### config.mk
export PLATFORM = sky130hd
export DESIGN_NAME = can_tx_pin_driver
export DESIGN_NICKNAME = d
export VERILOG_FILES = /design/src/rtl/can_txd_pkg.sv /design/src/rtl/txd_bit_track.sv /design/src/rtl/txd_mode_mux.sv /design/src/rtl/txd_pin_stage.sv /design/src/rtl/can_tx_pin_driver.sv
export SDC_FILE = /design/constraint.sdc
export NUM_CORES = 1
export LEC_CHECK = 0
export ABC_AREA = 1
export BUFFER_PORTS_ARGS = -buffer_cell sky130_fd_sc_hd__buf_2
export CORE_UTILIZATION = 30
export DETAILED_ROUTE_END_ITERATION = 7
export HOLD_SLACK_MARGIN = 0.06
export PLACE_DENSITY = 0.65
export SLEW_MARGIN = 20
export SYNTH_ARGS = -nofsm -noshare
export SYNTH_HDL_FRONTEND = slang
export SYNTH_SLANG_ARGS = --single-unit
### constraint.sdc
create_clock -name clk -period 2 [get_ports clk]
set_clock_uncertainty 0.2 [all_clocks]
set_input_delay 0.5 -clock clk [delete_from_list [all_inputs] [get_ports clk]]
set_output_delay 0.5 -clock clk [all_outputs]
set_load 0.01 [all_outputs]
### src/rtl/can_txd_pkg.sv
package can_txd_pkg;

  localparam int NPIN = 2;
  localparam int CTL_W = 8;

  typedef enum logic [1:0] {
    OM_BIPHASE = 2'd0,
    OM_TEST    = 2'd1,
    OM_NORMAL  = 2'd2,
    OM_CLOCK   = 2'd3
  } outmode_e;

  typedef struct packed {
    logic pol;
    logic pd_en;
    logic pu_en;
  } pincfg_t;

  typedef struct packed {
    pincfg_t [NPIN-1:0] pin;
    outmode_e           mode;
  } txctl_t;

endpackage

### src/rtl/txd_bit_track.sv
module txd_bit_track
  import can_txd_pkg::*;
(
  input  logic            clk,
  input  logic            rst_n,
  input  logic            hold_rst,
  input  outmode_e        mode,
  input  logic            bit_valid,
  input  logic            tx_bit,
  input  logic            bit_clk,
  input  logic            test_level,
  output logic            cur_dom,
  output logic [NPIN-1:0] bp_act,
  output logic            tst_q,
  output logic            clk_q
);

  logic steer;
  logic dom_in;

  assign dom_in = ~tx_bit;

  always_ff @(posedge clk or negedge rst_n) begin
    if (!rst_n) begin
      cur_dom <= 1'b0;
      bp_act  <= '0;
      steer   <= 1'b0;
      tst_q   <= 1'b0;
      clk_q   <= 1'b0;
    end else if (hold_rst) begin
      cur_dom <= 1'b0;
      bp_act  <= '0;
      steer   <= 1'b0;
      tst_q   <= 1'b0;
      clk_q   <= 1'b0;
    end else begin
      tst_q <= test_level;
      clk_q <= bit_clk;
      if (bit_valid) begin
        cur_dom   <= dom_in;
        bp_act[0] <= dom_in & ~steer;
        bp_act[1] <= dom_in & steer;
        if (dom_in && mode == OM_BIPHASE) steer <= ~steer;
      end
    end
  end


  biphase_alt_chk: assert property (@(posedge clk) disable iff (!rst_n || hold_rst)
    (bit_valid && !tx_bit && mode == OM_BIPHASE) |=>
      ($countones(bp_act) == 1 && steer != $past(steer)));


  steer_restart_chk: assert property (@(posedge clk) disable iff (!rst_n)
    hold_rst |=> (steer == 1'b0 && bp_act == '0));


  idle_hold_chk: assert property (@(posedge clk) disable iff (!rst_n || hold_rst)
    !bit_valid |=> ($stable(cur_dom) && $stable(bp_act)));

endmodule

### src/rtl/txd_mode_mux.sv
module txd_mode_mux
  import can_txd_pkg::*;
(
  input  outmode_e        mode,
  input  logic            sleep_en,
  input  logic            cur_dom,
  input  logic [NPIN-1:0] bp_act,
  input  logic            tst_q,
  input  logic            clk_q,
  output logic [NPIN-1:0] act
);

  always_comb begin
    act = '0;
    if (!sleep_en) begin
      unique case (mode)
        OM_BIPHASE: act = bp_act;
        OM_TEST:    act = {NPIN{tst_q}};
        OM_NORMAL:  act = {NPIN{cur_dom}};
        OM_CLOCK:   act = {clk_q, cur_dom};
        default:    act = '0;
      endcase
    end
  end

endmodule

### src/rtl/txd_pin_stage.sv
module txd_pin_stage
  import can_txd_pkg::*;
(
  input  logic    in_rst,
  input  pincfg_t cfg,
  input  logic    act,
  output logic    pu_on,
  output logic    pd_on
);

  logic want_high;

  // active level is low for pol=0, high for pol=1
  assign want_high = act ? cfg.pol : ~cfg.pol;
  assign pu_on = ~in_rst & cfg.pu_en & want_high;
  assign pd_on = ~in_rst & cfg.pd_en & ~want_high;

endmodule

### src/rtl/can_tx_pin_driver.sv
module can_tx_pin_driver
  import can_txd_pkg::*;
(
  input  logic             clk,
  input  logic             rst_n,
  input  logic             hold_rst,
  input  logic             sleep_en,
  input  logic [CTL_W-1:0] ctl_byte,
  input  logic             bit_valid,
  input  logic             tx_bit,
  input  logic             bit_clk,
  input  logic             test_level,
  output logic [NPIN-1:0]  pu_on,
  output logic [NPIN-1:0]  pd_on
);

  txctl_t          ctl;
  logic            in_rst;
  logic            cur_dom;
  logic [NPIN-1:0] bp_act;
  logic            tst_q;
  logic            clk_q;
  logic [NPIN-1:0] act;

  assign ctl    = txctl_t'(ctl_byte);
  assign in_rst = ~rst_n | hold_rst;

  txd_bit_track u_track (
    .clk        (clk),
    .rst_n      (rst_n),
    .hold_rst   (hold_rst),
    .mode       (ctl.mode),
    .bit_valid  (bit_valid),
    .tx_bit     (tx_bit),
    .bit_clk    (bit_clk),
    .test_level (test_level),
    .cur_dom    (cur_dom),
    .bp_act     (bp_act),
    .tst_q      (tst_q),
    .clk_q      (clk_q)
  );

  txd_mode_mux u_mux (
    .mode     (ctl.mode),
    .sleep_en (sleep_en),
    .cur_dom  (cur_dom),
    .bp_act   (bp_act),
    .tst_q    (tst_q),
    .clk_q    (clk_q),
    .act      (act)
  );

  for (genvar p = 0; p < NPIN; p++) begin : g_pin
    txd_pin_stage u_pin (
      .in_rst (in_rst),
      .cfg    (ctl.pin[p]),
      .act    (act[p]),
      .pu_on  (pu_on[p]),
      .pd_on  (pd_on[p])
    );
  end


  always_comb begin
    if (in_rst) reset_float_chk: assert (pu_on == '0 && pd_on == '0);
  end


  sleep_idle_chk: assert property (@(posedge clk) disable iff (in_rst)
    sleep_en |-> (act == '0));

endmodule

# Word level (Yosys, flattened, before mapping)

Index checks and enable logic that the tools add are counted.

Shift operators: 0
Order comparisons: 0
Eq/ne operators: 3
Bitwise logic cells: 19
Div/mod/pow operators: 0
Muxes and demuxes: 13
Multipliers: 0
Reduce and logical (&&, ||, !) cells: 5
Add/sub/neg operators: 0

Operators by type and width:

| kind                                                            | number |
|---|---|
| 1-bit AND                                                       | 10 |
| 1-bit 2-to-1 mux                                                | 9 |
| 1-bit NOT                                                       | 8 |
| 2-bit one-hot mux with 4 select lines                           | 1 |
| 2-bit 2-to-1 mux                                                | 3 |
| 2-bit == test, second input constant                            | 2 |
| 2-bit nonzero test                                              | 2 |
| 2-bit by 1-bit == test with 1-bit output, second input constant | 1 |
| 2-bit zero test                                                 | 1 |
| 2-bit AND reduction                                             | 1 |
| 1-bit logical AND                                               | 1 |
| 1-bit bitwise OR                                                | 1 |

Memories kept: 0
Logic and storage cells: 45
RAM bits: 0
Bits in read-only memories: 0
Flip-flop bits (word level): 6
Bits in latches: 0
Input port bits: 16
Output and inout bits: 4

# Longest topological paths before layout

Gate-level depths: netlist of the first run.

Depth in word-level cells: 6
Mapped depth: 9
Mapped depth without buffers: 8

# Modules after synthesis

A second synthesis of the first run with hierarchy kept.

Cell total of the unflattened synthesis: 71
Area total of the unflattened synthesis: 437.9 sq um

Modules (own cells, without submodules):

| module            | cells each | area an instance (sq um) | instances | seq. area each (sq um) |
|---|---|---|---|---|
| txd_bit_track     | 26         | 251.5                    | 1         | 150.1 |
| txd_pin_stage     | 13         | 53.8                     | 2         | 0.0 |
| txd_mode_mux      | 17         | 71.3                     | 1         | 0.0 |
| can_tx_pin_driver | 2          | 7.5                      | 1         | 0.0 |

# Worst setup path after synthesis of the first run

OpenSTA, ideal clock, no wires.

Path type: input port to output port
Start point: input ctl_byte[1]
End point: output pd_on[1]
Path buffers: 1
Data required time: 1,300 ps
Stages: 8
Arrival time: 1,092 ps
Setup slack: 208 ps
Cell sequence: nor2_2 nand2_1 nand3_2 nand2_2 nand2_1 nand2_1 nor2_2 buf_4

Longest elaborated chain between the ends: 6
Elaborated cells on any way between the ends: 9
Those cells by class: eq/ne: 3; mux: 3; bitwise: 2; reduce/logical: 1

RTL lines:

| item                                        | line                    | RTL |
|---|---|---|
| from (decl)                                 | can_tx_pin_driver.sv:8  | `input logic [CTL_W-1:0] ctl_byte,` |
| 2-bit == test, or another cell as far along | txd_mode_mux.sv:16      | `unique case (mode)` |
| 2-bit one-hot mux with 4 select lines (*)   | txd_mode_mux.sv:16      |  |
| 2-bit 2-to-1 mux (*)                        | txd_mode_mux.sv:15      | `if (!sleep_en) begin` |
| 1-bit 2-to-1 mux (*)                        | txd_pin_stage.sv:14     | `assign want_high = act ? cfg.pol : ~cfg.pol;` |
| 1-bit NOT (*)                               | txd_pin_stage.sv:16     | `assign pd_on = ~in_rst & cfg.pd_en & ~want_high;` |
| 1-bit AND (*)                               | txd_pin_stage.sv:16     |  |
| to (decl)                                   | can_tx_pin_driver.sv:14 | `output logic [NPIN-1:0] pd_on` |

Mark *: on every way between the ends. The rest lies on a longest branch, timed or not.

# Worst setup path after layout of the first run

Start point: register u_track.cur_dom
End point: output pd_on[1]

Longest elaborated chain between the ends: 5

RTL lines:

| item                                  | line                | RTL |
|---|---|---|
| from (decl)                           | txd_bit_track.sv:12 | `output logic cur_dom,` |
| from (signal assigned)                | txd_bit_track.sv:40 | `cur_dom <= dom_in;` |
| 2-bit one-hot mux with 4 select lines | txd_mode_mux.sv:16  |  |
| 2-bit 2-to-1 mux                      | txd_mode_mux.sv:15  |  |
| 1-bit 2-to-1 mux                      | txd_pin_stage.sv:14 |  |
| 1-bit NOT                             | txd_pin_stage.sv:16 |  |
| 1-bit AND                             | txd_pin_stage.sv:16 |  |

No other way between the ends.

==> metrics.csv, run 1 <==
metric,value,unit
drt-pass1-iter-count,3,
cts_buffer_depth,2,
grt_pass1_vias,377,
ff2ff_path_depth,3,
clkTransAtPathRegs,0.04,ns
area_delta_synth_final,47.1,%
crit_arrival,1.29,ns
final_cell_mix,"buf_2, nand2_2, inv_1",
timing.max_cap.violations,0,
final_hold_viol_count,0,
synth_top_cell_area_share,35.3,%
start_util,32.3,%
die_w,39.7,um
postRouteAntennaNets,0,
p_total,320,uW
rows,13,
p_per_area,511,nW/um^2
report.final.slew_viol_count,0,
post_drt_wl_per_cell,9.00,um
dp_hpwl,724,um
syn_area,425,um^2
crit_start,u_track.cur_dom,
totalWireLength,918,um
htree_num_levels,1,
path_class,reg -> out,
avgSynthCellArea,6.54,um^2
timing.final.crit_share,99.4,%
r2r_slack,1.07,ns
first_iter_violations,6,
layout_commonest_cell,buf_2,
grt_max_degree,7,
insertion_delay,0.24,ns
synthDistinctLibCells,13,
overflow,0,
synthTopCellsByArea,"dfrtp_1, nand2_1, inv_1, nand3_1, buf_4",
tightest_slew,0.251,ns
cts.sinks,6,
yosysTopAreaCell,dfrtp_1,
dp.cells,97,
p_leak,0.341,nW
critPathLaunchType,flip-flop,
min_path_type,in -> reg,
io_pins,20,
synth_fp_nets,81,
period_needed,1.99,ns
antenna_found_initial,0,
fin_cells,102,
dieArea,1570,um^2
worstHoldStart,bit_clk,
ir_drop,0.256,mV
gp_congestion,0.693,
finalSetupViolCount,0,
grtUsageTotal,15.1,%
status,completed,
drive_above_1_share,51.7,%
finalSetupTns,0,ns
io_buffers,19,
routed_via_density,4.39,
cts-buffers-inserted,3,
antenna_cells,0,
critPathCapture,pd_on[1],
nNetsFinal,105,
relSlewSlack,83.2,%
yosysSeqAreaShare,35.3,%
fillers,140,
max_freq,503,MHz
route.detailed.drc,0,
yosysWarnings,0,
crit_path_end_kind,output port,
cts_root_buf,clkbuf_4,
grt_pass1_wl,1.52,mm
fp.dieH,39.7,um
timing.rr.end,u_track.steer,
crit_required,1.30,ns
vias,448,
cts_tree,yes,
netlist_instances,65,
r2r-start,u_track.steer,
regArea,150,um^2
multi_input_area,249,um^2
ys_ff_latch,6,
rsz0062_at_grt,yes,
cp_max_fo,3,
core_area,1320,um^2
[worst min path at each step]
stage,endpoint,slack [ns],cells past startpoint
6_report,u_track.clk_q,0.25,3
5_1_grt,u_track.clk_q,0.25,3
4_1_cts,u_track.clk_q,0.24,3
3_5_place_dp,u_track.steer,0.21,2
3_3_place_gp,u_track.steer,0.21,2
2_1_floorplan,u_track.bp_act[0],0.004,0
[what timing repair did]
action / 4_1_cts / 5_1_grt
pin swaps: 2 / 12
endpoints found under the setup margin: 4 / 4
hold endpoints to repair: 6 / 0
hold buffers: 1 / 0
resized for setup: 5 / 14
buffers inserted: 0 / 1
gates cloned: 0 / 0
[worst max-delay path, stage by stage, from the launching register on]
cell and delay [ns]:
dfrtp_1 0.37, nand2_1 0.07, nand2_2 0.07, nand2_2 0.09, nand3_4 0.08, nand2_2 0.09, nand2_2 0.06, nand2_2 0.07
nor2_2 0.03, buf_2 0.12
[metrics by stage]
step / area [um^2] / hold slack [ns] / setup WS (ns) / utilization, %
after global placement: 524 / 0.210 / 0.00551 / 39.8
after floorplan: 425 / 0.00441 / 0.208 / -
after global routing: 626 / 0.250 / -0.0713 / 47.5
final: 626 / 0.251 / 0.0121 / 47.5
after CTS: 573 / 0.243 / 0.00260 / 43.5
after detailed placement: 524 / 0.211 / -0.0434 / 39.8
[registers in the layout, indices dropped and copies added, names as in the netlist]
register	flops
u_track.cur_dom	1
u_track.bp_act	2
u_track.clk_q	1
u_track.tst_q	1
u_track.steer	1
[cells in the mapped netlist]
cell,instances
inv_1,12
nand3_2,1
nor2_1,3
buf_4,4
or2_2,1
o21ai_0,2
o22ai_1,2
nand2_1,21
a21oi_1,2
nand3_1,6
dfrtp_1,6
nand2_2,1
nor2_2,4
[cells by family after synthesis]
| family | synth area share (%) |
|---|---|
| AO/OA/AOI/OAI | 7.65 |
| AND/OR/NAND/NOR | 39.4 |
| flip-flops | 35.3 |
| buffers and inverters | 17.6 |
[metal layers]
| layer | share of wire, % | routed length, um | GRT usage (%) | vias to the layer above |
|---|---|---|---|---|
| met4 | 2.4 | 22 | 12.9 | 0 |
| met5 | 0 | 0 | 0 | - |
| met3 | 3.1 | 28 | 3.41 | 3 |
| li1 | - | - | - | 238 |
| met2 | 52 | 475 | 24.2 | 9 |
| met1 | 43 | 392 | 16.4 | 198 |
[report_power, final]
| part | leakage [nW] | internal, mW | switching, mW |
|---|---|---|---|
| Clock | 0.0138 | 0.0679 | 0.0436 |
| Combinational | 0.247 | 0.0367 | 0.0422 |
| Sequential | 0.0801 | 0.127 | 0.00224 |
| Total | 0.341 | 0.232 | 0.0880 |
[area by class of cell]
| type | count | area share (%) |
|---|---|---|
| clock buffer | 3 | 3.60 |
| inverter | 12 | 7.20 |
| multi-input combinational | 43 | 39.8 |
| sequential | 6 | 24.0 |
| tap | 15 | 3.00 |
| timing repair buffer | 23 | 22.4 |
Note: power is estimated with default switching activity, not from simulation.
==> run 2, diff against run 1 <==
Settings changed: BUFFER_PORTS_ARGS -buffer_cell sky130_fd_sc_hd__buf_2 to default, DONT_BUFFER_PORTS from default to 1, PLACE_DENSITY 0.65 to 0.53.
==> metrics.csv, run 2 (same netlist as run 1, synthesis figures left out) <==
metric,value,unit,change
final_cell_mix,"nand2_1, inv_1, nand3_1, dfrtp_1, nor2_2",,"was buf_2, nand2_2, inv_1"
dp_hpwl,641,um,was 724 um
relSlewSlack,81.4,%,was 83.2%
cts.sinks,6,,unchanged
vias,362,,was 448
max_flop_register,u_track.bp_act,,unchanged
grt_pass1_wl,1.15,mm,was 1.52 mm
antenna_found_initial,0,,unchanged
critPathLaunchType,flip-flop,,unchanged
cp_max_fo,3,,unchanged
io_pins,20,,unchanged
ir_drop,0.348,mV,was 0.256 mV
crit_arrival,1.17,ns,was 1.29 ns
first_iter_violations,4,,was 6
cts_root_buf,clkbuf_4,,unchanged
status,completed,,unchanged
timing.final.crit_share,93.4,%,was 99.4%
crit_required,1.30,ns,about the same
rsz0062_at_grt,no,,was yes
tightest_slew,0.279,ns,was 0.251 ns
grt_pass1_vias,318,,was 377
die_w,39.7,um,unchanged
totalWireLength,791,um,was 918 um
grt_max_degree,7,,unchanged
period_needed,1.87,ns,was 1.99 ns
p_leak,0.237,nW,was 0.341 nW
finalSetupViolCount,0,,unchanged
ff2ff_path_depth,3,,unchanged
route.detailed.drc,0,,unchanged
start_util,32.3,%,unchanged
fp.dieH,39.7,um,unchanged
cts-buffers-inserted,3,,unchanged
dieArea,1570,um^2,unchanged
finalSetupTns,0,ns,unchanged
largest_reg_flops,2,,unchanged
crit_start,u_track.cur_dom,,unchanged
gp_congestion,0.703,,was 0.693
crit_path_end_kind,output port,,unchanged
slowest_delay,0.36,ns,was 0.37 ns
multi_input_area,204,um^2,was 249 um^2
regArea,150,um^2,unchanged
postRouteAntennaNets,0,,unchanged
path_class,reg -> out,,unchanged
insertion_delay,0.24,ns,about the same
io_buffers,0,,was 19
cpMostUsedCell,nand2_1,,was nand2_2
drive_above_1_share,16.9,%,was 51.7%
hold_depth,1,,was 3
timing.max_cap.violations,0,,unchanged
max_freq,535,MHz,was 503 MHz
hold_end,u_track.clk_q,,unchanged
post_drt_wl_per_cell,9.89,um,was 9.00 um
p_total,277,uW,was 320 uW
cp_cell_sequence,nand2_1 -> nand2_1 -> nand2_1 -> nand3_2 -> nand3_1 -> nand2_1 -> nor2_2,,was nand2_1 -> nand2_2 -> nand2_2 -> nand3_4 -> nand2_2 -> nand2_2 -> nand2_2 -> nor2_2 -> buf_2
layout_commonest_cell,nand2_1,,was buf_2
area_delta_synth_final,5.88,%,was 47.1%
postCtsSetupBuffers,0,,unchanged
crit_path_top_delay_cell,dfrtp_1,,unchanged
overflow,0,,unchanged
path_delay_family,simple AND/OR/NAND/NOR gates,,unchanged
report.final.slew_viol_count,0,,unchanged
antenna_cells,0,,unchanged
routed_via_density,4.53,,was 4.39
timing.rr.end,u_track.steer,,unchanged
min_path_type,in -> reg,,unchanged
rows,13,,unchanged
p_per_area,614,nW/um^2,was 511 nW/um^2
worstHoldStart,hold_rst,,was bit_clk
nNetsFinal,83,,was 105
r2r-start,u_track.steer,,unchanged
htree_num_levels,1,,unchanged
cp_num_buf_inv,0,,was 1
r2r_slack,1.06,ns,was 1.07 ns
cts_tree,yes,,unchanged
grtUsageTotal,11.8,%,was 15.1%
core_area,1320,um^2,unchanged
final_hold_viol_count,0,,unchanged
cts_buffer_depth,2,,unchanged
drt-pass1-iter-count,2,,was 3
fillers,162,,was 140
clkTransAtPathRegs,0.04,ns,about the same
## run 2: worst max-delay path by stage
stage	cells after the start	to	slack (ns)
6_report	7	pd_on[1]	0.13
5_1_grt	7	pd_on[1]	0.02
4_1_cts	7	pu_on[0]	0.08
3_5_place_dp	5	pu_on[0]	0.16
3_3_place_gp	5	pu_on[0]	0.18
2_1_floorplan	8	pd_on[1]	0.21
## run 2: what timing repair did
item                                    CTS  global route
endpoints found under the setup margin    0             1
hold buffers                              1             0
resized for setup                         0             1
endpoints found under the hold margin     6             0
## run 2: through the flow
| step | cells | utilization, % | hold WS [ns] | worst slack, ns | cell area, um^2 |
|---|---|---|---|---|---|
| 6_report | 80 | 34.2 | 0.123 | 0.131 | 450 |
| 5_1_grt | 80 | 34.2 | 0.108 | 0.0160 | 450 |
| 4_1_cts | 80 | 33.9 | 0.110 | 0.0833 | 447 |
| 3_5_place_dp | 76 | 31.4 | 0.00451 | 0.163 | 414 |
| 3_3_place_gp | 76 | 31.4 | 0.00452 | 0.185 | 414 |
| 2_1_floorplan | 65 | - | 0.00441 | 0.208 | 425 |
## run 2: layer usage
metal / global-route usage, % / wire, um
met2: 22.1 / 403
met1: 10.1 / 327
met4: 10.3 / 0
met5: 0 / 0
met3: 2.27 / 60
## run 2: layout make-up
class	instances	area share, %
repair buffers	1	2.22
flip-flops and latches	6	33.3
multi-input cells	43	45.3
well taps	15	4.17
clock buffers	3	5.00
inverters	12	10.0
## run 2: power breakdown
part	internal, mW	leakage [nW]	switching (mW)	total, mW
sequential	0.127	0.0801	0.00218	0.129
clock	0.0676	0.0138	0.0396	0.107
combinational	0.0145	0.143	0.0258	0.0403
total	0.209	0.237	0.0676	0.277
==> run 3, diff against run 2 <==
Settings changed: CTS_BUF_LIST from default to sky130_fd_sc_hd__clkbuf_4 sky130_fd_sc_hd__clkbuf_8, SYNTH_HIERARCHICAL from default to 1.
==> metrics.csv, run 3 <==
metric,value,unit,change
async_reset_ff_share,100,%,unchanged
avgSynthCellArea,6.17,um^2,was 6.54 um^2
top_usage_layer,met2,,unchanged
cp_max_fo,3,,unchanged
yosysTopAreaCell,dfrtp_1,,unchanged
layout_commonest_cell,nand2_1,,unchanged
antenna_found_initial,0,,unchanged
rows,13,,unchanged
yosysWarnings,6,,was 0
dp_hpwl,682,um,was 641 um
vias,405,,was 362
largest_reg_flops,2,,unchanged
die_w,40.2,um,was 39.7 um
crit_required,1.30,ns,about the same
dp.cells,86,,was 76
timing.final.crit_share,99.0,%,was 93.4%
synth_edf_count,0,,unchanged
cts_tree,yes,,unchanged
synth_commonest_cells,"nand2_1, inv_1, nand3_1",,"was nand2_1, inv_1, dfrtp_1, nand3_1"
path_class,reg -> out,,unchanged
min_path_type,in -> reg,,unchanged
post_drt_wl_per_cell,9.50,um,was 9.89 um
fin_area,500,um^2,was 450 um^2
use_met2,17.7,%,was 22.1%
max_freq,505,MHz,was 535 MHz
antenna_cells,0,,unchanged
fin_cells,90,,was 80
placed_area,457,um^2,was 414 um^2
tightest_slew,0.285,ns,was 0.279 ns
first_iter_violations,1,,was 4
critPathLaunchType,flip-flop,,unchanged
fp.dieH,40.2,um,was 39.7 um
period_needed,1.98,ns,was 1.87 ns
synth_top_cell_area_share,34.3,%,was 35.3%
cts_buffer_depth,2,,unchanged
core_area,1330,um^2,was 1320 um^2
crit_arrival,1.28,ns,was 1.17 ns
final_cell_mix,"nand2_1, inv_1, nand3_1",,"was nand2_1, inv_1, nand3_1, dfrtp_1, nor2_2"
grt_use_met1,16.4,%,was 10.1%
grt.met3_usage,3.33,%,was 2.27%
yosysSeqAreaShare,34.3,%,was 35.3%
grt_pass1_wl,1.31,mm,was 1.15 mm
routed_via_density,4.50,,was 4.53
rsz0062_at_grt,yes,,was no
ir_drop,0.328,mV,was 0.348 mV
fin_ws,0.0209,ns,was 0.131 ns
timing.max_cap.violations,0,,unchanged
cts-buffers-inserted,3,,unchanged
grtUsageTotal,12.7,%,was 11.8%
finalSetupViolCount,0,,unchanged
overflow,0,,unchanged
synth_fp_nets,87,,was 81
crit_path_end_kind,output port,,unchanged
p_per_area,574,nW/um^2,was 614 nW/um^2
cts_root_buf,clkbuf_4,,unchanged
final_hold_viol_count,0,,unchanged
p_total,287,uW,was 277 uW
cts.sinks,6,,unchanged
postCtsSetupBuffers,0,,unchanged
nNetsFinal,93,,was 83
io_buffers,0,,unchanged
drt-pass1-iter-count,2,,unchanged
drive_above_1_share,22.7,%,was 16.9%
dieArea,1620,um^2,was 1570 um^2
synth.most_common_cell,nand2_1,,unchanged
start_util,32.8,%,was 32.3%
grt_pass1_vias,311,,was 318
relSlewSlack,80.9,%,was 81.4%
netlist_instances,71,,was 65
p_leak,0.280,nW,was 0.237 nW
ys_ff_latch,6,,unchanged
status,completed,,unchanged
max_flop_register,u_track/bp_act,,was u_track.bp_act
grt_max_degree,7,,unchanged
area_delta_synth_final,14.3,%,was 5.88%
clkTransAtPathRegs,0.05,ns,was 0.04 ns
htree_num_levels,1,,unchanged
yosys_most_used_dff,dfrtp_1,,unchanged
fillers,152,,was 162
report.final.slew_viol_count,0,,unchanged
holdWs,0.111,ns,was 0.123 ns
gp_congestion,0.732,,was 0.703
synthTopCellsByArea,"dfrtp_1, nand2_1, nand3_1, inv_1, nor2_1",,"was dfrtp_1, nand2_1, inv_1, nand3_1, buf_4"
route.detailed.drc,0,,unchanged
totalWireLength,855,um,was 791 um
io_pins,20,,unchanged
syn_area,438,um^2,was 425 um^2
pre_cts_ws,0.0805,ns,was 0.163 ns
insertion_delay,0.24,ns,about the same
synthDistinctLibCells,12,,was 13
postRouteAntennaNets,0,,unchanged
==> run 3: kinds of logic after synthesis <==
kind of cell / synth area share, %
AOI/OAI and AO/OA: 5.14
and+or+nand+nor: 48.6
DFF: 34.3
buffers and inverters: 12.0
==> run 3: report_power, final <==
part / switching, mW / internal [mW] / leakage [nW]
Clock: 0.0442 / 0.0679 / 0.0138
Sequential: 0.00356 / 0.127 / 0.0801
Combinational: 0.0282 / 0.0163 / 0.186
Total: 0.0759 / 0.211 / 0.280
==> run 3: routing by layer <==
| layer | wire (um) | share of wire, % |
|---|---|---|
| met5 | 0 | 0 |
| met4 | 0 | 0 |
| met2 | 392 | 46 |
| met1 | 403 | 47 |
| met3 | 59 | 6.9 |
==> run 3: worst paths after layout <==
kind                                  from           endpoint  slack, ns  cells past startpoint
max                        u_track/cur_dom           pu_on[1]       0.02                      8
max in group asynchronous            rst_n      u_track/steer       1.00                      1
max reg2reg                  u_track/steer      u_track/steer       1.09                      3
min                               hold_rst      u_track/tst_q       0.11                      1
min in group asynchronous            rst_n    u_track/cur_dom       0.37                      1
min reg2reg                  u_track/steer  u_track/bp_act[0]       0.31                      1
==> run 3: worst max-delay path: stages, from the launching register on <==
cell and delay (ns):
dfrtp_1 0.38, nand3_1 0.09, nand2_1 0.06, nor2_1 0.04
nor2_1 0.14, inv_1 0.08, nand2_1 0.06, nand2_1 0.06
nor2_2 0.13
==> run 3: area by class of cell <==
class                           count  area (um^2)  area share [%]
Clock buffer                        3         22.5            4.50
Inverter                           14         52.6            10.5
Multi-Input combinational cell     51          246            49.2
Sequential cell                     6          150            30.0
Tap cell                           15         18.8            3.75
Timing Repair Buffer                1         10.0            2.00
==> run 3: metrics by stage <==
step | setup TNS (ns) | utilization, %
4_1_cts | 0 | 37.0
5_1_grt | -0.247 | 37.5
3_5_place_dp | 0 | 34.2
3_3_place_gp | 0 | 34.2
6_report | 0 | 37.5
2_1_floorplan | 0 | -
==> run 3: repair_timing <==
item | in CTS | in global routing
hold buffers | 1 | 0
pin swaps | 0 | 5
hold endpoints to repair | 6 | 0
endpoints found under the setup margin | 2 | 4
gates resized for setup | 1 | 2
